**config.mk**
```make
export PLATFORM = sky130hd
export DESIGN_NAME = brs_branch_unit
export DESIGN_NICKNAME = d
export VERILOG_FILES = /design/src/rtl/brs_pkg.sv /design/src/rtl/brs_pred_eval.sv /design/src/rtl/brs_seq.sv /design/src/rtl/brs_ret_stack.sv /design/src/rtl/brs_branch_unit.sv
export SDC_FILE = /design/constraint.sdc
export NUM_CORES = 1
export LEC_CHECK = 0
export BUFFER_PORTS_ARGS = -buffer_cell sky130_fd_sc_hd__buf_4
export CAP_MARGIN = 25
export CORE_MARGIN = 3
export CORE_UTILIZATION = 35
export CTS_CLUSTER_DIAMETER = 80
export DETAILED_ROUTE_END_ITERATION = 10
export GPL_ROUTABILITY_DRIVEN = 0
export HOLD_SLACK_MARGIN = 0.15
export RECOVER_POWER = 50
export SLEW_MARGIN = 10
export SYNTH_ARGS = -nofsm -noshare
export SYNTH_HDL_FRONTEND = slang
export SYNTH_SLANG_ARGS = --single-unit
```
**constraint.sdc**
```tcl
create_clock -name clk -period 5.8 [get_ports clk]
set_input_delay 0.58 -clock clk [delete_from_list [all_inputs] [get_ports clk]]
set_output_delay 0.58 -clock clk [all_outputs]
set_load 0.02 [all_outputs]
```
**src/rtl/brs_pkg.sv**
```systemverilog
package brs_pkg;

    localparam int PRED_W = 3;

    typedef enum logic [1:0] {
        OP_STEP = 2'b00,
        OP_RET  = 2'b01,
        OP_JUMP = 2'b10,
        OP_CALL = 2'b11
    } brs_op_e;

    typedef enum logic [1:0] {
        ST_IDLE = 2'b00,
        ST_BUMP = 2'b01,
        ST_XFER = 2'b10
    } brs_state_e;

endpackage

```
**src/rtl/brs_pred_eval.sv**
```systemverilog
module brs_pred_eval
    import brs_pkg::*;
#(
    parameter int DATA_W = 16
) (
    input  logic [DATA_W-1:0] st0_i,
    input  logic [PRED_W-1:0] pred_i,
    output logic              hit_o
);
    logic is_neg;
    logic is_zero;
    logic is_pos;

    // Predicate bits select among the three mutually exclusive sign classes.
    always_comb begin
        is_neg  = st0_i[DATA_W-1];
        is_zero = (st0_i == '0);
        is_pos  = !is_neg && !is_zero;
        hit_o   = |(pred_i & {is_pos, is_zero, is_neg});
    end
endmodule

```
**src/rtl/brs_seq.sv**
```systemverilog
module brs_seq
    import brs_pkg::*;
#(
    parameter int ADDR_W = 10
) (
    input  logic              clk,
    input  logic              rst_n,
    input  logic              adv_i,
    input  brs_op_e           op_i,
    input  logic              hit_i,
    input  logic              drop_i,
    input  logic [ADDR_W-1:0] dest_i,
    output brs_state_e        state_o,
    output brs_op_e           op_o,
    output logic [ADDR_W-1:0] dest_o,
    output logic              bump_o,
    output logic              apply_o,
    output logic              taken_o,
    output logic              pop_o
);
    brs_state_e state_q;
    brs_state_e state_d;
    brs_op_e    op_q;
    logic       hit_q;
    logic       drop_q;
    logic [ADDR_W-1:0] dest_q;
    logic       is_branch;

    always_comb begin
        state_d = state_q;
        unique case (state_q)
            ST_IDLE: if (adv_i) state_d = ST_BUMP;
            ST_BUMP: state_d = ST_XFER;
            ST_XFER: state_d = ST_IDLE;
            default: state_d = ST_IDLE;
        endcase
    end

    always_ff @(posedge clk or negedge rst_n) begin
        if (!rst_n) state_q <= ST_IDLE;
        else        state_q <= state_d;
    end

    // Operation latched on acceptance; predicate frozen on the original ST0.
    always_ff @(posedge clk or negedge rst_n) begin
        if (!rst_n) begin
            op_q   <= OP_STEP;
            hit_q  <= 1'b0;
            drop_q <= 1'b0;
            dest_q <= '0;
        end else if (state_q == ST_IDLE && adv_i) begin
            op_q   <= op_i;
            hit_q  <= hit_i;
            drop_q <= drop_i;
            dest_q <= dest_i;
        end
    end

    always_comb begin
        is_branch = (op_q == OP_JUMP) || (op_q == OP_CALL);
        bump_o    = (state_q == ST_BUMP);
        apply_o   = (state_q == ST_XFER);
        taken_o   = apply_o && is_branch && hit_q;
        pop_o     = apply_o && is_branch && drop_q;
        state_o   = state_q;
        op_o      = op_q;
        dest_o    = dest_q;
    end
endmodule

```
**src/rtl/brs_ret_stack.sv**
```systemverilog
module brs_ret_stack
    import brs_pkg::*;
#(
    parameter int ADDR_W   = 10,
    parameter int DEPTH    = 16,
    parameter int RESET_PC = 0
) (
    input  logic              clk,
    input  logic              rst_n,
    input  logic              bump_i,
    input  logic              apply_i,
    input  brs_op_e           op_i,
    input  logic              taken_i,
    input  logic [ADDR_W-1:0] dest_i,
    output logic [ADDR_W-1:0] top_o,
    output logic              err_o
);
    localparam int PTR_W = $clog2(DEPTH);
    localparam logic [PTR_W-1:0] PTR_MAX = PTR_W'(DEPTH - 1);

    logic [ADDR_W-1:0] slot_q [DEPTH];
    logic [PTR_W-1:0]  ptr_q;
    logic [PTR_W-1:0]  ptr_d;
    logic [PTR_W-1:0]  ptr_up;
    logic [PTR_W-1:0]  ptr_dn;
    logic [PTR_W-1:0]  wr_idx;
    logic [ADDR_W-1:0] wr_val;
    logic              wr_act;
    logic              err_set;
    logic              err_q;
    logic [DEPTH-1:0]  wr_en;

    assign top_o  = slot_q[ptr_q];
    assign ptr_up = ptr_q + 1'b1;
    assign ptr_dn = ptr_q - 1'b1;
    assign err_o  = err_q;

    // One write port: fetch bump, in-place jump, or push on call.
    always_comb begin
        wr_act  = 1'b0;
        wr_idx  = ptr_q;
        wr_val  = top_o;
        ptr_d   = ptr_q;
        err_set = 1'b0;
        if (bump_i) begin
            wr_act = 1'b1;
            wr_val = top_o + 1'b1;
        end else if (apply_i && taken_i && op_i == OP_JUMP) begin
            wr_act = 1'b1;
            wr_val = dest_i;
        end else if (apply_i && taken_i && op_i == OP_CALL) begin
            wr_act  = 1'b1;
            wr_idx  = ptr_up;
            wr_val  = dest_i;
            ptr_d   = ptr_up;
            err_set = (ptr_q == PTR_MAX);
        end else if (apply_i && op_i == OP_RET) begin
            ptr_d   = ptr_dn;
            err_set = (ptr_q == '0);
        end
    end

    for (genvar g = 0; g < DEPTH; g++) begin : g_wen
        assign wr_en[g] = wr_act && (wr_idx == PTR_W'(g));
    end

    always_ff @(posedge clk or negedge rst_n) begin
        if (!rst_n) begin
            for (int i = 0; i < DEPTH; i++)
                slot_q[i] <= (i == 0) ? ADDR_W'(RESET_PC) : '0;
        end else begin
            for (int i = 0; i < DEPTH; i++)
                if (wr_en[i]) slot_q[i] <= wr_val;
        end
    end

    always_ff @(posedge clk or negedge rst_n) begin
        if (!rst_n) begin
            ptr_q <= '0;
            err_q <= 1'b0;
        end else begin
            ptr_q <= ptr_d;
            if (err_set) err_q <= 1'b1;
        end
    end
endmodule

```
**src/rtl/brs_branch_unit.sv**
```systemverilog
module brs_branch_unit
    import brs_pkg::*;
#(
    parameter int DATA_W   = 16,
    parameter int ADDR_W   = 10,
    parameter int DEPTH    = 16,
    parameter int RESET_PC = 0
) (
    input  logic                     clk,
    input  logic                     rst_n,
    input  logic                     adv_i,
    input  logic [1:0]               op_i,
    input  logic [PRED_W+ADDR_W:0]   ins_i,
    input  logic [DATA_W-1:0]        st0_i,
    output logic [ADDR_W-1:0]        pc_o,
    output logic                     taken_o,
    output logic                     pop_o,
    output logic                     err_o
);
    localparam int DROP_BIT = ADDR_W;
    localparam int PRED_LO  = ADDR_W + 1;

    logic [PRED_W-1:0] pred_f;
    logic              drop_f;
    logic [ADDR_W-1:0] dest_f;
    logic              hit;
    brs_state_e        state;
    brs_op_e           op_q;
    logic [ADDR_W-1:0] dest_q;
    logic              bump;
    logic              apply;

    assign pred_f = ins_i[PRED_LO +: PRED_W];
    assign drop_f = ins_i[DROP_BIT];
    assign dest_f = ins_i[ADDR_W-1:0];

    brs_pred_eval #(.DATA_W(DATA_W)) pred_i (
        .st0_i  (st0_i),
        .pred_i (pred_f),
        .hit_o  (hit)
    );

    brs_seq #(.ADDR_W(ADDR_W)) seq_i (
        .clk     (clk),
        .rst_n   (rst_n),
        .adv_i   (adv_i),
        .op_i    (brs_op_e'(op_i)),
        .hit_i   (hit),
        .drop_i  (drop_f),
        .dest_i  (dest_f),
        .state_o (state),
        .op_o    (op_q),
        .dest_o  (dest_q),
        .bump_o  (bump),
        .apply_o (apply),
        .taken_o (taken_o),
        .pop_o   (pop_o)
    );

    brs_ret_stack #(
        .ADDR_W   (ADDR_W),
        .DEPTH    (DEPTH),
        .RESET_PC (RESET_PC)
    ) stk_i (
        .clk     (clk),
        .rst_n   (rst_n),
        .bump_i  (bump),
        .apply_i (apply),
        .op_i    (op_q),
        .taken_i (taken_o),
        .dest_i  (dest_q),
        .top_o   (pc_o),
        .err_o   (err_o)
    );
endmodule

```
==> results.py <==
metrics = {
    "status": {
        "status": "complete, but fails checks",
        "violations": "max-capacitance violations, max-slew violations",
    },
    "clock_network": {
        "cts-buffers-inserted": 17,
        "cts_buffer_depth": 2,
        "cts_resized": 0,
        "cts.sinks": 181,
        "ctsRootBufferMaster": "clkbuf_16",
        "clock_latency_ns": 0.44,
        "ctsHoldBuffers": 0,
        "cts_tree": "done",
        "post_cts_buffers": 0,
        "clkTransAtPathRegs_ns": 0.08,
        "htreeDepth": 4,
    },
    "timing": {
        "fmax_ghz": 0.246,
        "setup_violations": 0,
        "worst_slack_ns": 1.73,
        "final_max_slew_viol_count": 71,
        "layout_min_cycle_time_ns": 4.07,
        "rsz0062_at_grt": "no",
        "holdWs_ns": 0.347,
        "fin_crit_sh_pct": 70.1,
        "skew_ns": 0.0142,
        "finalHoldViolCount": 0,
        "tns_ns": 0,
        "maxSlewHeadroom_pct": -157,
        "worst_pin_slew_ns": 3.86,
    },
    "power": {
        "p_int_uw": 2990,
        "swShare_pct": 39.5,
        "power.share.sequential_pct": 39.8,
        "comb_power_share_pct": 37.4,
        "p_sw_uw": 1960,
        "clock_power_share_pct": 22.9,
        "vdd_drop_max_v": 0.000237,
        "p_leak_uw": 0.00452,
        "p_per_area_mw_per_mm2": 474,
    },
    "synthesis": {
        "synthesis.area_mm2": 0.00938,
        "synthCells": 782,
        "synth_area_leaders": "dfrtp_1 48%, mux4_2 9.4%, mux2_2 5.5%",
        "synthTopCellsByCount": "181 x dfrtp_1, 132 x nand2_1, 46 x mux2_2, 39 x mux4_2, 38 x clkbuf_1",
        "synth-seq-cells": 181,
        "async_flop_share_pct": 100,
        "avgSynthCellArea_um2": 12.0,
        "ys_types": 73,
        "synthFlopType": "dfrtp_1",
        "synth_seq_area_share_pct": 48.3,
        "synth_warnings": 0,
        "synth_largest_area_cell": "dfrtp_1",
        "synth_top_area_share_pct": 48.3,
        "synth.most_common_cell": "dfrtp_1",
        "synth_edf_count": 0,
        "syn_nets": 822,
    },
    "layout": {
        "syn_to_final_growth_pct": 11.4,
        "fin_area_mm2": 0.0104,
        "final_util_pct": 39.9,
        "diodes": 0,
        "nFillCells": 2462,
        "nets": 832,
        "drive_gt1_share_pct": 29.4,
    },
    "setup_path": {
        "cp_cell_sequence": "nand4b_1 -> inv_2 -> nand2_1 -> ha_1 -> mux2i_1 -> or3_1 -> nand2_1 -> o41ai_2",
        "max_stage_delay_ns": 0.75,
        "cp-end-kind": "flop",
        "worst_ep_arrival_time_ns": 4.41,
        "cp_max_fo": 17,
        "startpoint_type": "flop",
        "cp.required_ns": 6.14,
        "path_common_cell": "nand2_1",
        "slowest_stage": "mux2i_1",
        "crit_type": "flop to flop",
    },
    "placement": {
        "placed_area_mm2": 0.00987,
        "post-place-ws_ns": 1.79,
        "dp_hpwl_mm": 15.6,
        "portBuffers": 47,
    },
    "routing": {
        "drtPass1Iterations": 5,
        "drc_errors": 0,
        "drt_wl_total_mm": 23.9,
        "antenna_left": 0,
        "via_per_inst": 5.73,
        "vias": 6531,
        "drt_iter0_markers": 480,
        "wl_per_cell_um": 21.0,
    },
    "grt": {
        "grt_pass1_wl_mm": 38.2,
        "grt_start_max_net_pins": 71,
        "overflow": 0,
        "grt.total_usage_pct": 16.9,
        "antenna_found_initial": 0,
        "grt_pass1_vias": 6342,
    },
    "floorplan": {
        "core_mm2": 0.0262,
        "fp-row-count": 59,
        "io-pin-count": 48,
        "start_util_pct": 35.8,
        "fp.dieH_um": 170,
        "design.die.area_mm2": 0.0288,
        "die_x_um": 170,
    },
    "run": {
        "drv_cap": 1,
    },
    "worst_hold_path": {
        "hold_path.class": "primary input to flop",
    },
}
## power groups by stage
stage / Combinational (uW) / Clock [uW] / Sequential (uW)
after floorplan: 1550 / 0 / 1790
after global placement: 1820 / 0 / 1990
after detailed placement: 1850 / 0 / 1990
after CTS: 1850 / 1160 / 1970
after global routing: 2010 / 1210 / 2030
final: 1850 / 1130 / 1970
## cells by family (layout without fill, tap and decap cells)
kind of cell    after synthesis  count (layout)  share of synthesized area (%)
compound gates              179             179                           16.7
buf+inv                      81             104                           4.72
xor+xnor                      5               5                          0.467
simple gates                232             232                           11.9
flops                       181             181                           48.3
mux                          99              99                           17.3
fa+ha+maj                     5               5                          0.667
## routing by layer
metal / track usage [%] / share of wire (%)
met3: 3.10 / 6.2
met5: 0 / 0
met4: 5.37 / 2.0
met1: 24.4 / 46
met2: 26.0 / 46
## state kept, by name, summed over array words and instances, names as in the netlist
signal and cells:
seq_i.op_o 2, seq_i.drop_q 1, seq_i.hit_q 1, stk_i.slot_q 160, stk_i.err_o 1, stk_i.ptr_q 4
seq_i.dest_o 10, seq_i.state_o 2
## critical path, delay by kind of cell, from the launching register on
| family | cells | cell delay [ns] |
|---|---|---|
| buffers and inverters | 1 | 0.56 |
| DFF | 1 | 0.41 |
| adders and majority gates | 1 | 0.36 |
| and+or+nand+nor | 4 | 1.80 |
| muxes | 1 | 0.75 |
| AOI/OAI and AO/OA | 1 | 0.07 |
## final cells by class
class | instances | area (um^2) | share of cell area [%]
clock inverter | 13 | 136 | 1.31
timing repair buffer | 63 | 465 | 4.46
multi-input combinational | 520 | 4410 | 42.3
clock buffer | 19 | 443 | 4.24
sequential | 181 | 4530 | 43.4
tap | 335 | 419 | 4.01
inverter | 9 | 35.0 | 0.335
## worst paths after layout
| path | startpoint | endpoint | slack [ns] | depth (start not counted) |
|---|---|---|---|---|
| setup / recovery | seq_i.state_o[0] | stk_i.slot_q[25] | 1.73 | 8 |
| hold / removal | op_i[1] | seq_i.op_o[1] | 0.35 | 3 |
| setup reg to reg | seq_i.state_o[0] | stk_i.slot_q[25] | 1.73 | 8 |
| hold reg to reg | stk_i.slot_q[107] | stk_i.slot_q[107] | 0.48 | 2 |
| max in group asynchronous | rst_n | stk_i.ptr_q[0] | 1.86 | 1 |
| min in group asynchronous | rst_n | stk_i.slot_q[154] | 1.47 | 1 |
## metrics by stage
step	power, uW	std cells
floorplan	3340	782
global placement	3810	1106
detailed placement	3840	1107
CTS	4980	1139
global route	5250	1140
finish	4950	1140
## cell usage in the layout (no fill, tap or decap), types with 3 or more instances in the layout
cell       netlist  routed
a21oi_1          4       4
a22oi_1          7       7
a311oi_1         4       4
a31oi_1         21      21
buf_4            8      61
clkbuf_1        38       3
clkbuf_16        0      17
dfrtp_1        181     179
ha_1             5       5
inv_1            5       5
inv_6            0       3
inv_8            0       4
mux2_2          46      46
mux2i_1          7       7
mux4_1           3       3
mux4_2          39      39
nand2_1        132     132
nand4_1          3       3
nor2_1          32      32
nor2b_1          5       5
nor3_1          19      19
nor4_1           4       4
o21ai_0         35      35
o21ai_1          5       5
o31ai_1         34      34
o41ai_1         18      18
o41ai_2         28      28
or3_1           16      16
xnor2_1          5       5
(Power assumes the default switching activity.)
